File: config.mk
export PLATFORM = sky130hd
export DESIGN_NAME = sdram_init_seq
export DESIGN_NICKNAME = d
export VERILOG_FILES = /design/src/rtl/sdram_init_pkg.sv /design/src/rtl/sdram_init_timer.sv /design/src/rtl/sdram_init_fsm.sv /design/src/rtl/sdram_init_cmd_enc.sv /design/src/rtl/sdram_init_seq.sv
export SDC_FILE = /design/constraint.sdc
export NUM_CORES = 1
export LEC_CHECK = 0
export BUFFER_PORTS_ARGS = -buffer_cell sky130_fd_sc_hd__buf_2
export CAP_MARGIN = 10
export CORE_MARGIN = 1
export CORE_UTILIZATION = 25
export CTS_CLUSTER_SIZE = 16
export DETAILED_ROUTE_END_ITERATION = 16
export PLACE_DENSITY = 0.47
export SLEW_MARGIN = 20
export SYNTH_ARGS = -nofsm -noshare
export SYNTH_HDL_FRONTEND = slang
export SYNTH_SLANG_ARGS = --single-unit
File: constraint.sdc
create_clock -name clk_i -period 5.2 [get_ports clk_i]
set_clock_uncertainty 0.1 [all_clocks]
set_input_delay 1.04 -clock clk_i [delete_from_list [all_inputs] [get_ports clk_i]]
set_output_delay 1.04 -clock clk_i [all_outputs]
set_load 0.05 [all_outputs]
File: src/rtl/sdram_init_pkg.sv
package sdram_init_pkg;

  typedef enum logic [3:0] {
    ST_STALL, ST_PRE, ST_WAIT_RP, ST_REF1, ST_WAIT_RFC1,
    ST_REF2, ST_WAIT_RFC2, ST_LMR, ST_WAIT_MRD, ST_DONE
  } init_state_e;

  typedef enum logic [1:0] {OP_NOP, OP_PRE, OP_REF, OP_LMR} init_op_e;

  typedef struct packed {
    logic cs_n;
    logic ras_n;
    logic cas_n;
    logic we_n;
  } sdram_cmd_t;

  localparam sdram_cmd_t CMD_NOP = 4'b0111;
  localparam sdram_cmd_t CMD_PRE = 4'b0010;
  localparam sdram_cmd_t CMD_REF = 4'b0001;
  localparam sdram_cmd_t CMD_LMR = 4'b0000;

  // ceil(ns * f) with a 2-cycle floor so every command is followed by NOP
  function automatic int ns_to_cyc(input int ns, input int khz);
    int c;
    c = (ns * khz + 999999) / 1000000;
    return (c < 2) ? 2 : c;
  endfunction

endpackage

File: src/rtl/sdram_init_timer.sv
module sdram_init_timer #(
  parameter int               CNT_W   = 14,
  parameter logic [CNT_W-1:0] RST_VAL = '0
) (
  input  logic             clk_i,
  input  logic             rst_ni,
  input  logic             load_i,
  input  logic [CNT_W-1:0] load_val_i,
  output logic             zero_o
);

  logic [CNT_W-1:0] cnt_q;

  always_ff @(posedge clk_i or negedge rst_ni) begin
    if (!rst_ni)          cnt_q <= RST_VAL;
    else if (load_i)      cnt_q <= load_val_i;
    else if (cnt_q != '0) cnt_q <= cnt_q - 1'b1;
  end

  assign zero_o = (cnt_q == '0);


  tmr_step_chk: assert property (@(posedge clk_i) disable iff (!rst_ni)
    (!load_i && cnt_q != '0) |=> (cnt_q == $past(cnt_q) - 1'b1));

endmodule

File: src/rtl/sdram_init_fsm.sv
module sdram_init_fsm
  import sdram_init_pkg::*;
#(
  parameter int CNT_W     = 14,
  parameter int STALL_CYC = 10000,
  parameter int RP_CYC    = 2,
  parameter int RFC_CYC   = 7,
  parameter int MRD_CYC   = 2
) (
  input  logic     clk_i,
  input  logic     rst_ni,
  output init_op_e op_o,
  output logic     done_o
);

  localparam logic [CNT_W-1:0] STALL_LD = CNT_W'(STALL_CYC - 1);
  localparam logic [CNT_W-1:0] RP_LD    = CNT_W'(RP_CYC - 2);
  localparam logic [CNT_W-1:0] RFC_LD   = CNT_W'(RFC_CYC - 2);
  localparam logic [CNT_W-1:0] MRD_LD   = CNT_W'(MRD_CYC - 2);

  init_state_e      state_q, state_d;
  logic             ld;
  logic [CNT_W-1:0] ld_val;
  logic             tmr_zero;

  sdram_init_timer #(.CNT_W(CNT_W), .RST_VAL(STALL_LD)) u_tmr (
    .clk_i      (clk_i),
    .rst_ni     (rst_ni),
    .load_i     (ld),
    .load_val_i (ld_val),
    .zero_o     (tmr_zero)
  );

  always_comb begin
    state_d = state_q;
    ld      = 1'b0;
    ld_val  = '0;
    op_o    = OP_NOP;
    unique case (state_q)
      ST_STALL:     if (tmr_zero) state_d = ST_PRE;
      ST_PRE:       begin op_o = OP_PRE; ld = 1'b1; ld_val = RP_LD;  state_d = ST_WAIT_RP;   end
      ST_WAIT_RP:   if (tmr_zero) state_d = ST_REF1;
      ST_REF1:      begin op_o = OP_REF; ld = 1'b1; ld_val = RFC_LD; state_d = ST_WAIT_RFC1; end
      ST_WAIT_RFC1: if (tmr_zero) state_d = ST_REF2;
      ST_REF2:      begin op_o = OP_REF; ld = 1'b1; ld_val = RFC_LD; state_d = ST_WAIT_RFC2; end
      ST_WAIT_RFC2: if (tmr_zero) state_d = ST_LMR;
      ST_LMR:       begin op_o = OP_LMR; ld = 1'b1; ld_val = MRD_LD; state_d = ST_WAIT_MRD;  end
      ST_WAIT_MRD:  if (tmr_zero) state_d = ST_DONE;
      ST_DONE:      state_d = ST_DONE;
      default:      state_d = ST_STALL;
    endcase
  end

  always_ff @(posedge clk_i or negedge rst_ni) begin
    if (!rst_ni) state_q <= ST_STALL;
    else         state_q <= state_d;
  end

  assign done_o = (state_q == ST_DONE);


  done_sticky_chk: assert property (@(posedge clk_i) disable iff (!rst_ni)
    done_o |=> done_o);


  done_after_wait_chk: assert property (@(posedge clk_i) disable iff (!rst_ni)
    $rose(done_o) |-> $past(tmr_zero));

endmodule

File: src/rtl/sdram_init_cmd_enc.sv
module sdram_init_cmd_enc
  import sdram_init_pkg::*;
#(
  parameter int               ADDR_W  = 13,
  parameter int               BA_W    = 2,
  parameter logic [ADDR_W-1:0] MODE_A = '0,
  parameter logic [BA_W-1:0]   MODE_B = '0
) (
  input  init_op_e          op_i,
  output sdram_cmd_t        cmd_o,
  output logic [ADDR_W-1:0] addr_o,
  output logic [BA_W-1:0]   ba_o
);

  localparam logic [ADDR_W-1:0] A_ALL_BANKS = ADDR_W'(1) << 10;

  always_comb begin
    cmd_o  = CMD_NOP;
    addr_o = '0;
    ba_o   = '0;
    unique case (op_i)
      OP_PRE:  begin cmd_o = CMD_PRE; addr_o = A_ALL_BANKS; end
      OP_REF:  cmd_o = CMD_REF;
      OP_LMR:  begin cmd_o = CMD_LMR; addr_o = MODE_A; ba_o = MODE_B; end
      default: cmd_o = CMD_NOP;
    endcase
  end

endmodule

File: src/rtl/sdram_init_seq.sv
module sdram_init_seq
  import sdram_init_pkg::*;
#(
  parameter int CLK_KHZ   = 100000,
  parameter int STALL_US  = 100,
  parameter int T_RP_NS   = 20,
  parameter int T_RFC_NS  = 70,
  parameter int T_MRD_CYC = 2,
  parameter int ADDR_W    = 13,
  parameter int BA_W      = 2,
  parameter int MODE_VAL  = 'h033,
  parameter int MODE_BA   = 0
) (
  input  logic              clk_i,
  input  logic              rst_ni,
  input  logic              host_cs_n_i,
  input  logic              host_ras_n_i,
  input  logic              host_cas_n_i,
  input  logic              host_we_n_i,
  input  logic              host_cke_i,
  input  logic [ADDR_W-1:0] host_addr_i,
  input  logic [BA_W-1:0]   host_ba_i,
  output logic              sd_cke_o,
  output logic              sd_cs_n_o,
  output logic              sd_ras_n_o,
  output logic              sd_cas_n_o,
  output logic              sd_we_n_o,
  output logic [ADDR_W-1:0] sd_addr_o,
  output logic [BA_W-1:0]   sd_ba_o,
  output logic              init_done_o
);

  localparam int STALL_CYC = STALL_US * CLK_KHZ / 1000;
  localparam int RP_CYC    = ns_to_cyc(T_RP_NS, CLK_KHZ);
  localparam int RFC_CYC   = ns_to_cyc(T_RFC_NS, CLK_KHZ);
  localparam int MRD_CYC   = (T_MRD_CYC < 2) ? 2 : T_MRD_CYC;
  localparam int MAX_W1    = (RP_CYC > RFC_CYC) ? RP_CYC : RFC_CYC;
  localparam int MAX_W2    = (MAX_W1 > MRD_CYC) ? MAX_W1 : MRD_CYC;
  localparam int MAX_CYC   = (STALL_CYC > MAX_W2) ? STALL_CYC : MAX_W2;
  localparam int CNT_W     = $clog2(MAX_CYC + 1);

  init_op_e          op;
  logic              done;
  sdram_cmd_t        init_cmd, host_cmd;
  logic [ADDR_W-1:0] init_addr;
  logic [BA_W-1:0]   init_ba;

  sdram_init_fsm #(
    .CNT_W(CNT_W), .STALL_CYC(STALL_CYC), .RP_CYC(RP_CYC),
    .RFC_CYC(RFC_CYC), .MRD_CYC(MRD_CYC)
  ) u_fsm (
    .clk_i  (clk_i),
    .rst_ni (rst_ni),
    .op_o   (op),
    .done_o (done)
  );

  sdram_init_cmd_enc #(
    .ADDR_W(ADDR_W), .BA_W(BA_W),
    .MODE_A(ADDR_W'(MODE_VAL)), .MODE_B(BA_W'(MODE_BA))
  ) u_enc (
    .op_i   (op),
    .cmd_o  (init_cmd),
    .addr_o (init_addr),
    .ba_o   (init_ba)
  );

  assign host_cmd = '{host_cs_n_i, host_ras_n_i, host_cas_n_i, host_we_n_i};

  // bus handoff: sequencer owns the pins until done
  always_comb begin
    if (done) begin
      {sd_cs_n_o, sd_ras_n_o, sd_cas_n_o, sd_we_n_o} = host_cmd;
      sd_cke_o  = host_cke_i;
      sd_addr_o = host_addr_i;
      sd_ba_o   = host_ba_i;
    end else begin
      {sd_cs_n_o, sd_ras_n_o, sd_cas_n_o, sd_we_n_o} = init_cmd;
      sd_cke_o  = 1'b1;
      sd_addr_o = init_addr;
      sd_ba_o   = init_ba;
    end
  end

  assign init_done_o = done;


  pre_all_banks_chk: assert property (@(posedge clk_i) disable iff (!rst_ni)
    (!done && init_cmd == CMD_PRE) |-> sd_addr_o[10]);


  cmd_gap_chk: assert property (@(posedge clk_i) disable iff (!rst_ni)
    (!done && init_cmd != CMD_NOP) |=> (init_cmd == CMD_NOP || init_done_o));


  cke_high_chk: assert property (@(posedge clk_i) disable iff (!rst_ni)
    !init_done_o |-> sd_cke_o);

endmodule

# Yosys cells after proc, flatten, opt, wreduce, memory -nomap -nowiden
# Index checks and enable logic that the tools add are counted.
[totals] regBits=18 out_inout_bits=21 wordCells=47
[op_classes] n_addsub=1 eq_ne=17 n_mux=20 n_reduce_logical=7
[op_table] op="case mux 4 bit (10 select lines)" n=1
[op_table] op="two-way mux 14 bit" n=2
[op_table] op="case mux 11 bit (2 select lines)" n=1
[op_table] op="two-way mux 4 bit" n=5
[op_table] op="== test 4 x 3 -> 1 bit, second input constant" n=4
[op_table] op="logical NOT 14 bit" n=1
[op_table] op="nonzero test 14 bit" n=1
[op_table] op="subtractor 14 x 1 -> 14 bit, second input constant" n=1
[op_table] op="two-way mux 13 bit" n=1
[op_table] op="!= test 2 x 1 -> 1 bit, second input constant" n=5
[op_table] op="case mux 3 bit (3 select lines)" n=1
[op_table] op="== test 4 x 2 -> 1 bit, second input constant" n=2
[op_table] op="== test 4 bit, second input constant" n=2
[op_table] op="two-way mux 1 bit" n=6
[op_table] op="case mux 2 bit (3 select lines)" n=1
[op_table] op="AND reduction 5 bit" n=1
[op_table] op="== test 2 bit, second input constant" n=2
[op_table] op="== test 4 x 1 -> 1 bit, second input constant" n=1
[op_table] op="logical NOT 4 bit" n=1
[op_table] op="OR reduction 4 bit" n=1
[op_table] op="two-way mux 3 bit" n=1
[op_table] op="== test 2 x 1 -> 1 bit, second input constant" n=1
[op_table] op="two-way mux 2 bit" n=1
[op_table] op="nonzero test 2 bit" n=1
[op_table] op="OR reduction 2 bit" n=1

# Longest topological paths before layout
# Gate-level depths: netlist of run 1.
[depth] ltp_word=6 mapped_depth=7 depth_no_buf=6

# Hierarchy
# From an unflattened synthesis of run 1, not the netlist that was laid out.
[hier_totals] cells_unflattened=142 area_unflattened_um2=1508.9
[modules_own_cells] mod="sdram_init_timer" instances=1 cells_per_inst=77 area_each_um2=835.8 seq_area_each_um2=360.3
[modules_own_cells] mod="sdram_init_seq" instances=1 cells_per_inst=22 area_each_um2=314.1 seq_area_each_um2=0.0
[modules_own_cells] mod="sdram_init_fsm" instances=1 cells_per_inst=23 area_each_um2=226.5 seq_area_each_um2=100.1
[modules_own_cells] mod="sdram_init_cmd_enc" instances=1 cells_per_inst=20 area_each_um2=132.6 seq_area_each_um2=0.0

# Least setup slack after synthesis of run 1
# No wires, ideal clock.
[synth_timing] path_kind="input port to output port" startpoint="input port host_we_n_i" endpoint="output port sd_we_n_o" arrival_ns=2.189 required_ns=4.060 path_slack_ns=1.871 cell_stages=2 path_buffers=0 path_cell_list="a21oi_1 o21ai_0"
[synth_between] elab_chain_cells=1
[synth_rtl] element="start, declared" line_no="sdram_init_seq.sv:19" source="input logic host_we_n_i,"
[synth_rtl] element="two-way mux 1 bit" line_no="sdram_init_seq.sv:72" source="if (done) begin"
[synth_rtl] element="end, declared" line_no="sdram_init_seq.sv:27" source="output logic sd_we_n_o,"
# Every way passes these cells.

# Worst setup path in the final report of run 1
[layout_timing] startpoint="register u_fsm.state_q[1]" endpoint="output port sd_addr_o[11]"
[layout_between] elab_chain_cells=2
[layout_rtl] element="start, declared" line_no="sdram_init_fsm.sv:21" source="init_state_e state_q, state_d;"
[layout_rtl] element="start signal, assigned" line_no="sdram_init_fsm.sv:56" source="else state_q <= state_d;"
[layout_rtl] element="== test 4 bit" line_no="sdram_init_fsm.sv:59" source="assign done_o = (state_q == ST_DONE);"
[layout_rtl] element="two-way mux 13 bit" line_no="sdram_init_seq.sv:72"
[layout_rtl] element="end, declared" line_no="sdram_init_seq.sv:28" source="output logic [ADDR_W-1:0] sd_addr_o,"
# Every way passes these cells.

==> results of run 1 <==
-- cell families (layout without fill, tap and decap cells) --
group           Yosys count  after routing  share of synthesized area, %
buf+inv                   9             49                          2.93
xor+xnor                  7              7                          5.14
compound gates           30             30                          17.5
flops                    18             18                          38.6
mux                       1              1                         0.839
fa+ha+maj                 1              1                          1.05
simple gates             70             70                          34.0
-- flip-flops by register name, indices dropped and copies added (netlist names) --
register and flops:
u_fsm.u_tmr.cnt_q 14, u_fsm.state_q 4
-- per-layer routing --
metal  GRT usage [%]  share of wire, %  wire length, microns  up-vias
li1                -                 -                     -      564
met1            14.5                45                  1320      500
met2            22.2                47                  1370       50
met3            2.14               7.0                   203        4
met4            3.33              0.79                    23        0
met5               0                 0                     0        -
-- final cells by class --
cell class,count,share of cell area [%]
flip-flops and latches,18,30.8
multi-input cells,109,46.7
repair buffers,43,14.6
well taps,52,4.36
inverters,3,0.754
clock buffers,3,2.76
-- path summary, 6_finish.rpt --
check	end	slack [ns]	cells past startpoint
min in group asynchronous	u_fsm.u_tmr.cnt_q[11]	0.61	1
min reg2reg	u_fsm.u_tmr.cnt_q[3]	0.40	2
max in group asynchronous	u_fsm.u_tmr.cnt_q[2]	4.07	1
max	sd_addr_o[11]	2.05	4
min	u_fsm.u_tmr.cnt_q[3]	0.40	2
max reg2reg	u_fsm.u_tmr.cnt_q[9]	3.01	6
-- power by group through the flow --
stage	clock network, W	logic (W)	registers (W)
2_1_floorplan	0	0.0000361	0.000143
3_3_place_gp	0	0.0000544	0.000143
3_5_place_dp	0	0.0000545	0.000143
4_1_cts	0.000100	0.0000546	0.000140
5_1_grt	0.000104	0.0000570	0.000140
6_report	0.0000970	0.0000541	0.000140
-- per-stage QoR --
stage	instances	hold WS, ns	utilization (%)	power (W)
final	228	0.404	33.4	0.000291
after global routing	228	0.434	33.4	0.000302
after CTS	228	0.410	33.4	0.000295
after detailed placement	225	0.400	32.5	0.000197
after global placement	225	0.391	32.5	0.000197
after floorplan	136	0.373	-	0.000179
-- placed cells by master (no fill, tap or decap), types with 2 or more instances in the layout --
cell type / instances
buf_2: 42
nor2_1: 13
nand2_1: 13
and2_1: 12
dfrtp_1: 10
dfstp_2: 8
a21oi_1: 7
a31oi_1: 6
nor2b_1: 6
o21ai_0: 5
o31ai_1: 5
xnor2_1: 5
nand2b_1: 4
nor3_1: 4
inv_1: 3
or2_2: 3
or4_1: 3
clkbuf_8: 3
nand3b_1: 2
or4_4: 2
or3b_2: 2
nor4_1: 2
xor2_1: 2
a211oi_1: 2
a41o_2: 2
-- tightest hold or removal path, cell delays in order, from the launching register on --
cell     delay (ns)
dfstp_2        0.38
o31ai_1        0.06
a21oi_1        0.07
==> results.md, run 1 <==
* Nets@finish at between 200 and 250
* Buf/Inv on CP at 1
* Sequential area share after synthesis at around two fifths
* Power density over the cells at 195 nW/um^2
* Cells along the critical path: nor2_1 -> and3_1 -> and2_1 -> buf_2
* Core Rows at 24
* Status: finished, violations left
* Register area at 460 sq um
* CTS tree: done
* Leakage at 0.723 nW
* CP Capture Type: primary output
* Critical path peak fanout at 13
* Crit path launch type: register
* Fin crit period at ~3.2 ns
* Routed Antenna Nets at 0
* Total wire length at between 2000 and 3000 microns
* Setup Buffers After CTS at 0
* Synth Net Count at about 160
* Initial antenna violation count at 0
* Max cap viols at 0
* Worst path top cell family by delay: simple AND/OR/NAND/NOR gates
* RD Place Congestion at ~0.75
* Yosys reg bits at 18
* Synthesized area per cell at ~8.8 sq um
* Share of cells above drive strength 1 at between 30% and 40%
* Post-route DRC at 11
* Core Area at approximately 4500 sq um
* Post-Route Setup TNS at 0 ns
* Reg power frac at roughly half
* Initial Util at 26.7%
* Detailed router's first-iteration violation count at 65
* Multi-input gate area in the final layout at ~700 sq um
* Distinct cell type count after synthesis at 34
* Die W at 71.1 microns
* GR Util All Layers at 12.1%
* IO buf count at between 40 and 50
* CP required at 4.06 ns
* F_max at 317 MHz
* Power share of the clock group at between 30% and 40%
* Hold_buf cts at 0
* Pin count of the biggest net entering global routing at 19
* Diodes inserted at 0
* Clock Sinks at 18
* EDFF count, synth at 0
* Final period util at 60.6%
* CTS Buf Count at 3
* Peak VDD IR at between 0.09 and 0.1 mV
* Filler instances at approximately 470
* Slew Viols, Final at 0
* R2R Path Start: u_fsm.u_tmr.cnt_q[0]
* Vias per cell at 4.90
* Area grow syn2layout at 25.2%
* Comb pwr share at 18.6%
* Main area contributors after synthesis: dfrtp_1 (21%), dfstp_2 (18%), and2_1 (6.3%), nand2_1 (4.1%), nor2_1 (4.1%)
* Root Driver: clkbuf_8
* Final hold violations at 0
* Sw frac at between 20 and 30%
* Slowest Stage Delay on Critical Path at 0.45 ns
* Yosys top cell by area: dfrtp_1
* CP max stage cell: nor2_1
* Main flop type after synthesis: dfrtp_1
* RSZ-0062 raised after global routing: no
* Post-CTS Resized at 0
* H-tree depth at 1
* Synth warn at 0
* Final Cell Area at approximately 1500 sq um
* WL per Instance at between 10 and 15 microns
* Crit. Startpoint: u_fsm.state_q[1]
* Remaining Overflow, GRT at 0
* Final setup margin at 2.05 ns
* IO Count at 43
* CP Class: reg -> out
* First drt pass iteration count at 10
* Clock transition at the registers of the reported paths at 0.06 ns
* Final setup viols at 0
* Vias at approximately 1,100
* Post-synth top area share at 21.0%
* P_int at 0.000207 W
* HP Class: reg -> reg
* CP Data Arrival Time at ~2.0 ns
* Post-Place Worst Slack at between 2 and 2.5 ns
* Placed cell area at between 1000 and 1500 sq um
* Cell count after synthesis at between 100 and 150
* Synth top cells by count: nand2_1 (13), nor2_1 (13), and2_1 (12)
* Number of global-route vias before repair at between 1,000 and 1,500
* Failing checks: design-rule violations
* Sw power at about 0.000085 W
* Max_slew headroom at between 50% and 60%
* Worst Max-Slew Pin Slew at around 0.6 ns
* Total die area at between 5000 and 6000 sq um
* Die height at around 70 microns
* Mapped Area at between 1000 and 1500 sq um
* Hold path start: u_fsm.u_tmr.cnt_q[3]
* Dpl hpwl at around 2300 microns
* Global-route wire length before repair at ~4900 microns
* Share of flip-flops with an asynchronous set or reset at 100%
* CTS Buffer Depth at 2
* Clk_lat worst skew at between 0.2 and 0.3 ns
No activity file was read; power rests on OpenSTA's default activity.
==> run 2: changes to the inputs <==
--- a/config.mk
+++ b/config.mk
@@ -11,7 +11,7 @@
 export CORE_UTILIZATION = 25
 export CTS_CLUSTER_SIZE = 16
 export DETAILED_ROUTE_END_ITERATION = 16
-export PLACE_DENSITY = 0.47
+export PLACE_DENSITY = 0.49
 export SLEW_MARGIN = 20
 export SYNTH_ARGS = -nofsm -noshare
 export SYNTH_HDL_FRONTEND = slang
==> constraint.sdc (replaced) <==
create_clock -name clk_i -period 2.7 [get_ports clk_i]
set_clock_uncertainty 0.1 [all_clocks]
set_input_delay 0.54 -clock clk_i [delete_from_list [all_inputs] [get_ports clk_i]]
set_output_delay 0.54 -clock clk_i [all_outputs]
set_load 0.05 [all_outputs]
==> run 2 against run 1 <==
  * The run still ends with design-rule violations left
  * Critical path type unchanged
  * Combinational power is 90% higher
  * Count of clock-buffer cells in the layout did not move
  * Worst hold slack worse by 0.29 ns
  * Wire length shrank 6.7%
  * Worst setup slack got worse by 1.6 ns
  * Sequential power increased by 93%
==> results.md, run 2 (same netlist as run 1, synthesis figures left out) <==
* Status: finished, violations left
* Failing checks: design-rule violations
* CP Class: reg -> out
* Post-CTS Resized at 0
* Core Area at 4470 sq um
* Placed cell area at between 1000 and 1500 sq um
* Vias at 1,144
* RD Place Congestion at ~0.84
* Clock transition at the registers of the reported paths at approximately 0.060 ns
* Max_slew headroom at between 60% and 70%
* Root Driver: clkbuf_8
* Nets@finish at about 200
* Slew Viols, Final at 0
* Biggest register: u_fsm.u_tmr.cnt_q
* Top Registers: u_fsm.u_tmr.cnt_q (14), u_fsm.state_q (4)
* Setup Buffers After CTS at 0
* Clk_lat worst skew at about 0.25 ns
* F_max at between 400 and 500 MHz
* Hold_buf cts at 0
* Core Rows at 24
* Commonest non-fill, non-tap cell in the layout: buf_2
* First drt pass iteration count at 11
* Filler instances at approximately 470
* Final period util at 84.7%
* Initial Util at a little over a quarter
* Die height at roughly 70 microns
* Detailed router's first-iteration violation count at between 60 and 70
* IO buf count at 42
* Commonest cells after routing, fill and taps aside: buf_2 (42), nor2_1 (13), nand2_1 (13), and2_1 (12), dfrtp_1 (10)
* CP Capture Type: primary output
* CTS Buf Count at 3
* Clock Sinks at 18
* Fin crit period at 2.29 ns
* Non-filler instance count after layout at 230
* WL per Instance at 11.8 microns
* Share of cells above drive strength 1 at 38.8%
* Post-route DRC at 11
* Final setup viols at 0
* Routed Antenna Nets at 0
* CP required at between 2 and 2.5 ns
* Pin count of the biggest net entering global routing at 19
* Power density over the cells at about 370 nW/um^2
* Leakage at 0.731 nW
* Die W at between 70 and 80 microns
* Worst Max-Slew Pin Slew at 0.545 ns
* Total wire length at 2720 microns
* Vias per cell at approximately 5
* RSZ-0062 raised after global routing: no
* Number of global-route vias before repair at 1,077
* Initial antenna violation count at 0
* Final Cell Area at between 1500 and 2000 sq um
* Remaining Overflow, GRT at 0
* Max cap viols at 0
* Post-Route Setup TNS at 0 ns
* IO Count at 43
* Crit path launch type: register
* Final hold violations at 0
* Reg-to-reg slack, setup at between 0.4 and 0.5 ns
* Critical path peak fanout at 14
* CP Data Arrival Time at 1.65 ns
* Area grow syn2layout at 26.4%
* Max reg flops at 14
* CTS Buffer Depth at 2
* HP Class: in -> async
* CTS tree: done
* Total die area at roughly 5100 sq um
* GR Util All Layers at 11.4%
* Placed cell count at 227
* Diodes inserted at 0
* Dpl hpwl at 2060 microns
* Peak VDD IR at around 0.28 mV
* H-tree depth at 1
* Global-route wire length before repair at 4730 microns
* Total power at 0.000555 W
## run 2: where the power goes
group	internal, W	total (W)	switching (W)	leakage, nW
clock	0.0000989	0.000182	0.0000827	0.0216
combinational	0.0000288	0.000103	0.0000739	0.497
sequential	0.000270	0.000270	0	0.212
total	0.000398	0.000555	0.000157	0.731
## run 2: worst paths after layout
| check | startpoint | end | cells after the start |
|---|---|---|---|
| setup reg to reg | u_fsm.u_tmr.cnt_q[0] | u_fsm.u_tmr.cnt_q[11] | 5 |
| hold / removal | rst_ni | u_fsm.u_tmr.cnt_q[12] | 1 |
| max in group asynchronous | rst_ni | u_fsm.u_tmr.cnt_q[3] | 1 |
| min in group clk_i | u_fsm.u_tmr.cnt_q[3] | u_fsm.u_tmr.cnt_q[3] | 2 |
| setup / recovery | u_fsm.state_q[0] | sd_addr_o[11] | 3 |
| hold reg to reg | u_fsm.u_tmr.cnt_q[3] | u_fsm.u_tmr.cnt_q[3] | 2 |
## run 2: layout make-up
cell class	instances	area [sq um]	share of cell area, %
inverters	3	11.3	0.746
well taps	52	65.1	4.31
flip-flops and latches	18	460	30.5
repair buffers	45	233	15.4
multi-input cells	109	698	46.3
clock buffers	3	41.3	2.74
## run 2: layer usage
layer | up-vias | global-route usage, % | part of all wire [%]
li1 | 570 | - | -
met2 | 55 | 20.5 | 46
met4 | 0 | 0.667 | 0.22
met3 | 4 | 3.70 | 9.1
met5 | - | 0 | 0
met1 | 515 | 14.0 | 45
## run 2: critical path: stages (launching register included)
cell and delay [ns]:
dfrtp_1 0.56, and3_1 0.41, and2_1 0.17, buf_2 0.26
## run 2: per-stage QoR
step                worst slack [ns]  utilization, %  hold WS [ns]
finish                         0.413            33.7         0.111
global placement               0.563            32.8         0.388
global route                   0.263            33.7         0.136
floorplan                     0.0939               -         0.144
CTS                            0.375            33.7         0.124
detailed placement             0.505            32.8         0.399
